File: src/rtl/i2cHsPkg.sv
package i2cHsPkg;
  typedef struct packed {
    logic clearCnt;
    logic shiftEn;
  } dpCtl_t;

  typedef enum logic [1:0] {
    ST_IDLE  = 2'd0,
    ST_FIRST = 2'd1,
    ST_REST  = 2'd2
  } ctlState_e;
endpackage

File: src/rtl/i2cHsDatapath.sv
module i2cHsDatapath
  import i2cHsPkg::*;
#(
  parameter int SYNC_STAGES = 2,
  parameter int BYTE_W      = 8
) (
  input  logic              clk,
  input  logic              rstN,
  input  logic              sclIn,
  input  logic              sdaIn,
  input  dpCtl_t            ctl,
  output logic              startCond,
  output logic              stopCond,
  output logic              byteFull,
  output logic [BYTE_W-1:0] shiftReg
);
  localparam int CNT_W = $clog2(BYTE_W + 1);

  logic [SYNC_STAGES-1:0] sclPipe, sdaPipe;
  logic sclPrev, sdaPrev, sclNow, sdaNow, sclRise;
  logic [CNT_W-1:0] bitCnt;

  always_ff @(posedge clk or negedge rstN) begin
    if (!rstN) begin
      sclPipe <= '1;
      sdaPipe <= '1;
      sclPrev <= 1'b1;
      sdaPrev <= 1'b1;
    end else begin
      sclPipe <= {sclPipe[SYNC_STAGES-2:0], sclIn};
      sdaPipe <= {sdaPipe[SYNC_STAGES-2:0], sdaIn};
      sclPrev <= sclNow;
      sdaPrev <= sdaNow;
    end
  end

  assign sclNow    = sclPipe[SYNC_STAGES-1];
  assign sdaNow    = sdaPipe[SYNC_STAGES-1];
  assign sclRise   = sclNow && !sclPrev;
  assign startCond = sclNow && sclPrev && sdaPrev && !sdaNow;
  assign stopCond  = sclNow && sclPrev && !sdaPrev && sdaNow;
  assign byteFull  = (bitCnt == CNT_W'(BYTE_W));

  always_ff @(posedge clk or negedge rstN) begin
    if (!rstN) begin
      bitCnt   <= '0;
      shiftReg <= '0;
    end else if (ctl.clearCnt) begin
      bitCnt <= '0;
    end else if (sclRise && ctl.shiftEn && !byteFull) begin
      shiftReg <= {shiftReg[BYTE_W-2:0], sdaNow};
      bitCnt   <= bitCnt + 1'b1;
    end
  end

  AST_CNT_RANGE: assert property (@(posedge clk) disable iff (!rstN)
    bitCnt <= CNT_W'(BYTE_W));
  AST_COND_CLEARS_CNT: assert property (@(posedge clk) disable iff (!rstN)
    (startCond || stopCond) |=> (bitCnt == '0));
  AST_NO_START_AND_STOP: assert property (@(posedge clk) disable iff (!rstN)
    !(startCond && stopCond));
endmodule

File: src/rtl/i2cHsControl.sv
module i2cHsControl
  import i2cHsPkg::*;
#(
  parameter int                BYTE_W      = 8,
  parameter int                PREFIX_W    = 5,
  parameter logic [PREFIX_W-1:0] MC_PREFIX = 5'b00001
) (
  input  logic              clk,
  input  logic              rstN,
  input  logic              startCond,
  input  logic              stopCond,
  input  logic              byteFull,
  input  logic [BYTE_W-1:0] rxByte,
  output dpCtl_t            ctl,
  output logic              hsActive,
  output logic              addrValid,
  output logic              mcPulse
);
  ctlState_e state;
  logic      isPrefix;

  assign isPrefix     = (rxByte[BYTE_W-1 -: PREFIX_W] == MC_PREFIX);
  assign ctl.clearCnt = startCond || stopCond;
  assign ctl.shiftEn  = (state == ST_FIRST);

  always_ff @(posedge clk or negedge rstN) begin
    if (!rstN) begin
      state     <= ST_IDLE;
      hsActive  <= 1'b0;
      addrValid <= 1'b0;
      mcPulse   <= 1'b0;
    end else begin
      addrValid <= 1'b0;
      mcPulse   <= 1'b0;
      if (stopCond) begin
        state    <= ST_IDLE;
        hsActive <= 1'b0;
      end else if (startCond) begin
        state <= ST_FIRST;
      end else if (state == ST_FIRST && byteFull) begin
        state <= ST_REST;
        if (!hsActive && isPrefix) begin
          hsActive <= 1'b1;
          mcPulse  <= 1'b1;
        end else begin
          addrValid <= 1'b1;
        end
      end
    end
  end

  AST_PULSE_EXCL: assert property (@(posedge clk) disable iff (!rstN)
    !(mcPulse && addrValid));
  AST_HS_ENTRY_VIA_MC: assert property (@(posedge clk) disable iff (!rstN)
    $rose(hsActive) |-> mcPulse);
  AST_STOP_CLEARS_HS: assert property (@(posedge clk) disable iff (!rstN)
    stopCond |=> !hsActive);
  AST_RESTART_KEEPS_HS: assert property (@(posedge clk) disable iff (!rstN)
    (hsActive && startCond) |=> hsActive);
  AST_HS_FALL_ON_STOP: assert property (@(posedge clk) disable iff (!rstN)
    $fell(hsActive) |-> $past(stopCond));
endmodule

File: src/rtl/i2cHsDetect.sv
module i2cHsDetect
  import i2cHsPkg::*;
#(
  parameter int               SYNC_STAGES = 2,
  parameter int               FILT_W      = 4,
  parameter logic [FILT_W-1:0] FILT_STD   = 4'd7,
  parameter logic [FILT_W-1:0] FILT_HS    = 4'd1
) (
  input  logic              clk,
  input  logic              rstN,
  input  logic              sclIn,
  input  logic              sdaIn,
  output logic              hsActive,
  output logic [FILT_W-1:0] filterSel,
  output logic [7:0]        rxByte,
  output logic              addrValid,
  output logic              mcPulse
);
  localparam int BYTE_W = 8;

  dpCtl_t ctl;
  logic   startCond, stopCond, byteFull;

  i2cHsDatapath #(.SYNC_STAGES(SYNC_STAGES), .BYTE_W(BYTE_W)) u_dp (
    .clk(clk), .rstN(rstN), .sclIn(sclIn), .sdaIn(sdaIn), .ctl(ctl),
    .startCond(startCond), .stopCond(stopCond), .byteFull(byteFull),
    .shiftReg(rxByte)
  );

  i2cHsControl #(.BYTE_W(BYTE_W)) u_ctl (
    .clk(clk), .rstN(rstN), .startCond(startCond), .stopCond(stopCond),
    .byteFull(byteFull), .rxByte(rxByte), .ctl(ctl),
    .hsActive(hsActive), .addrValid(addrValid), .mcPulse(mcPulse)
  );

  assign filterSel = hsActive ? FILT_HS : FILT_STD;

  AST_FILT_TRACKS_MODE: assert property (@(posedge clk) disable iff (!rstN)
    $fell(hsActive) |-> (filterSel == FILT_STD));
endmodule

File: config.mk
export PLATFORM = sky130hd
export DESIGN_NAME = i2cHsDetect
export DESIGN_NICKNAME = d
export VERILOG_FILES = /design/src/rtl/i2cHsPkg.sv /design/src/rtl/i2cHsDatapath.sv /design/src/rtl/i2cHsControl.sv /design/src/rtl/i2cHsDetect.sv
export SDC_FILE = /design/constraint.sdc
export NUM_CORES = 1
export LEC_CHECK = 0
export BUFFER_PORTS_ARGS = -buffer_cell sky130_fd_sc_hd__buf_2
export CORE_ASPECT_RATIO = 0.8
export CORE_MARGIN = 2
export CORE_UTILIZATION = 30
export DETAILED_ROUTE_END_ITERATION = 10
export HOLD_SLACK_MARGIN = 0.12
export SLEW_MARGIN = 20
export SYNTH_ARGS = -nofsm -noshare
export SYNTH_HDL_FRONTEND = slang
export SYNTH_SLANG_ARGS = --single-unit
File: constraint.sdc
create_clock -name clk -period 4.1 [get_ports clk]
set_clock_uncertainty 0.2 [all_clocks]
set_input_delay 0.205 -clock clk [delete_from_list [all_inputs] [get_ports clk]]
set_output_delay 0.205 -clock clk [all_outputs]
set_load 0.05 [all_outputs]
==> reports/qor_table.md <==
| Step | Parameter | Value |
| --- | --- | --- |
| run status | Status | complete, no violations |
| placement | Placed Instances | 130 |
| detailed routing | Iteration-0 DRC count of the detailed router | 0 |
| clock network | Clock slew seen by the registers of the worst setup and hold paths | 0.08 ns |
| timing | Final setup TNS | 0 ns |
| global routing | Maximum number of pins on one net before global-route repair | 24 |
| global routing | Via count of the first global-routing pass | 651 |
| floorplanning | Overall die height | 55.3 um |
| clock network | Resized cells post-CTS | 0 |
| power | Switching power share of the total | 41.2% |
| finish | Number of filler cells placed in the layout | 329 |
| power | Int Pwr | 0.000427 W |
| clock network | Clock sinks | 23 |
| synthesis | Post-synth EDFFs | 0 |
| synthesis | Commonest register cell after synthesis | sky130_fd_sc_hd__dfrtp_1 |
| timing | Final max-slew violation count | 0 |
| synthesis | Number of distinct library cells after synthesis | 30 |
| finish | Synthesis-to-layout area growth | 17.8% |
| floorplanning | Die area | 3760 um2 |
| synthesis | Mean instance size in the synthesized netlist | 12.6 um2 |
| synthesis | Summed instance area of the synthesized netlist | 986 um2 |
| timing | Clock period minus worst slack | 1.82 ns |
| floorplanning | Initial Util | 31.7% |
| placement | Post-place instance area | 1080 um2 |
| setup path | Number of cells on the worst reg-to-reg path | 5 |
| detailed routing | Wirelength, routed | 1600 um |
| clock network | Depth of the CTS H-tree | 1 |
| synthesis | Synthesized netlist net count | 84 |
| min path | Hold Path Class | register to register |
| synthesis | Number of warnings printed during yosys synthesis | 0 |
| power | Combinational share of power | 36.4% |
| global routing | GRT Total Usage | 9.89% |
| power | Seq pwr share | 44.1% |
| setup path | Kind of start point of the critical path | register |
| floorplanning | Die boundary width | 68.1 um |
| placement | Last weighted congestion value of the routability-driven placer | 0.732 |
| clock network | Clock root cell | sky130_fd_sc_hd__clkbuf_8 |
| global routing | GRT met1 Usage | 12.7% |
| timing | RSZ-0062 raised after global routing | false |
| floorplanning | Area inside the core boundary | 3110 um2 |
| power | Clock share of power | 19.5% |
| timing | Maximum clock rate | 0.550 GHz |
| detailed routing | DR WL/cell | 11.7 um |
| clock network | Latest clock arrival within the worst-skew pair | 0.26 ns |
| clock network | Post-CTS setup buffers | 0 |
| power | Max VDD drop | 0.414 mV |
| power | Leakage power summed over all cells | 0.523 nW |
| clock network | Clk buf depth | 2 |
| timing | Final critical-path share of the clock period | 44.4% |
| clock network | Hold buffer count at CTS | 3 |
| power | Switching pwr | 0.000299 W |
| finish | Non-Filler Cell Area, Final | 1160 um2 |
| global routing | Initial antenna violation count | 0 |
| setup path | Data arrival, critical path | 1.77 ns |
| global routing | Met3 track demand over resource in global routing | 4.28% |
| power | Pwr per Cell Area | 625 nW/um2 |
| floorplanning | Number of primary I/O pins | 19 |
| setup path | Type of the setup path with the least slack | register to register |
| detailed routing | DRC | 0 |
| clock network | Clock tree from TritonCTS | yes |
| synthesis | Part of the Yosys area used for sequential elements | 59.1% |
| placement | Count of input and output buffers | 16 |
| setup path | Capturing element type of the critical path | register |
| finish | Total inserted antenna cells | 0 |
| power | Final Total Pwr | 0.000726 W |
| global routing | Grt total ovfl | 0 |
| synthesis | Asr flop ratio synth | 100% |
| detailed routing | Total iterations of the first detailed-routing run | 1 |
| finish | Post-Layout Cell Count | 137 |
| setup path | Critical path required time | 4.05 ns |
| global routing | Gr busiest metal | met2 |
| clock network | CTS buffer count | 3 |
| global routing | First-pass GRT wire length | 2840 um |
| timing | Final Hold Viols | 0 |
| synthesis | Post-Synthesis Cells | 78 |
| floorplanning | Site Rows | 18 |
| detailed routing | Post-route antenna net violation count | 0 |
| setup path | Largest fanout of any net on the critical path | 10 |
| timing | Final setup violation count | 0 |
| synthesis | #FFs+latches synth | 23 |
| setup path | Internal reg-to-reg setup slack | 2.28 ns |
| min path | Worst hold path cell count | 0 |
| detailed routing | Total via count after detailed routing | 619 |
| finish | Share of final-layout standard cells stronger than drive strength 1 | 37.1% |
| placement | HPWL after DPL | 1140 um |
| run | Max-capacitance violation count | 0 |
| detailed routing | Via density per instance | 4.52 |
| global routing | M2 GR Usage | 15.1% |
| timing | Minimum hold slack | 0.161 ns |
| finish | NumNets Final | 104 |
## power groups by stage
stage          clock network, W  logic (W)  registers [W]
3_5_place_dp                  0   0.000262       0.000325
2_1_floorplan                 0  0.0000893       0.000437
3_3_place_gp                  0   0.000260       0.000322
6_report               0.000142   0.000264       0.000320
5_1_grt                0.000161   0.000282       0.000328
4_1_cts                0.000150   0.000267       0.000321
## layout by cell type, fill, tap and decap left out
| cell type | n |
|---|---|
| sky130_fd_sc_hd__nor2_1 | 4 |
| sky130_fd_sc_hd__o22ai_1 | 2 |
| sky130_fd_sc_hd__nand4bb_4 | 1 |
| sky130_fd_sc_hd__xnor2_1 | 1 |
| sky130_fd_sc_hd__o221ai_1 | 1 |
| sky130_fd_sc_hd__conb_1 | 2 |
| sky130_fd_sc_hd__nand3_1 | 2 |
| sky130_fd_sc_hd__ha_1 | 2 |
| sky130_fd_sc_hd__mux2i_1 | 1 |
| sky130_fd_sc_hd__mux2_2 | 8 |
| sky130_fd_sc_hd__buf_2 | 16 |
| sky130_fd_sc_hd__nor4_1 | 1 |
| sky130_fd_sc_hd__nand3b_1 | 1 |
| sky130_fd_sc_hd__nand2b_1 | 1 |
| sky130_fd_sc_hd__dfrtp_1 | 17 |
| sky130_fd_sc_hd__o21ai_0 | 2 |
| sky130_fd_sc_hd__clkinvlp_4 | 1 |
| sky130_fd_sc_hd__a21oi_1 | 3 |
| sky130_fd_sc_hd__or4_1 | 1 |
| sky130_fd_sc_hd__nor2b_1 | 1 |
| sky130_fd_sc_hd__a41oi_1 | 1 |
| sky130_fd_sc_hd__nor3_1 | 2 |
| sky130_fd_sc_hd__inv_1 | 6 |
| sky130_fd_sc_hd__nand2_1 | 3 |
| sky130_fd_sc_hd__nor3b_1 | 1 |
| sky130_fd_sc_hd__or3_1 | 1 |
| sky130_fd_sc_hd__nor4b_1 | 1 |
| sky130_fd_sc_hd__clkbuf_8 | 3 |
| sky130_fd_sc_hd__dfstp_2 | 6 |
| sky130_fd_sc_hd__o31ai_1 | 1 |
| sky130_fd_sc_hd__dlygate4sd3_1 | 3 |
| sky130_fd_sc_hd__and3b_4 | 1 |
## cell families after synthesis
| family | synth area share (%) |
|---|---|
| compound gates | 6.35 |
| flops | 59.1 |
| buf+inv | 5.71 |
| other cells | 0.762 |
| fa+ha+maj | 2.54 |
| simple gates | 14.5 |
| mux | 10.2 |
| xor+xnor | 0.888 |
## state kept, by name (all words and copies together), names as in the netlist
name	cells
u_dp.shiftReg	8
u_dp.bitCnt	4
u_ctl.state	2
u_dp.sclPipe	2
u_dp.sdaPipe	2
u_ctl.addrValid	1
u_ctl.hsActive	1
u_ctl.mcPulse	1
u_dp.sclPrev	1
u_dp.sdaPrev	1
## through the flow
stage / util, % / setup WS, ns
finish: 37.4 / 2.28
global route: 37.4 / 2.18
CTS: 37.4 / 2.27
detailed placement: 34.8 / 2.29
global placement: 34.8 / 2.34
floorplan: - / 2.38
## path summary, 6_finish.rpt
| kind | startpoint | end |
|---|---|---|
| worst max-delay path | u_dp.bitCnt[0] | u_dp.shiftReg[6] |
| worst min-delay path | u_dp.sclPipe[0] | u_dp.sclPipe[1] |
| worst max register to register | u_dp.bitCnt[0] | u_dp.shiftReg[6] |
| worst min register to register | u_dp.sclPipe[0] | u_dp.sclPipe[1] |
| max in group asynchronous | rstN | u_dp.sclPipe[1] |
| min in group asynchronous | rstN | u_dp.shiftReg[3] |
## synthesized netlist by cell type (all sizes together), types with 2 or more instances
master   n  area, um2
nand2    3       11.3
o22ai    2       12.5
dfrtp   17        425
mux2     8       90.1
dfstp    6        158
nand3    2       10.0
conb     2       7.51
ha       2       25.0
nor3     2       10.0
inv      6       22.5
nor2     4       15.0
a21oi    3       15.0
buf      4       33.8
o21ai    2       10.0
## metal layers
| metal | up-vias | wire, um |
|---|---|---|
| met1 | 301 | 727 |
| met4 | 0 | 0 |
| met2 | 14 | 792 |
| met3 | 0 | 83 |
| li1 | 304 | - |
| met5 | - | 0 |
## area by class of cell
type                       instances  area, um2  share of cell area [%]
clock inverter                     1       7.51                   0.647
tap                               40       50.0                    4.31
inverter                           6       22.5                    1.94
multi-input combinational         45        347                    29.8
clock buffer                       3       41.3                    3.56
timing repair buffer              19        110                    9.48
sequential                        23        583                    50.2
## worst max-delay path, stage by stage, from the launching register on
cell                       delay, ns
sky130_fd_sc_hd__dfrtp_1        0.42
sky130_fd_sc_hd__inv_1          0.08
sky130_fd_sc_hd__ha_1           0.16
sky130_fd_sc_hd__nand3b_1       0.11
sky130_fd_sc_hd__nand2b_1       0.35
sky130_fd_sc_hd__mux2_2         0.39
Note: power is estimated with default switching activity, not from simulation.
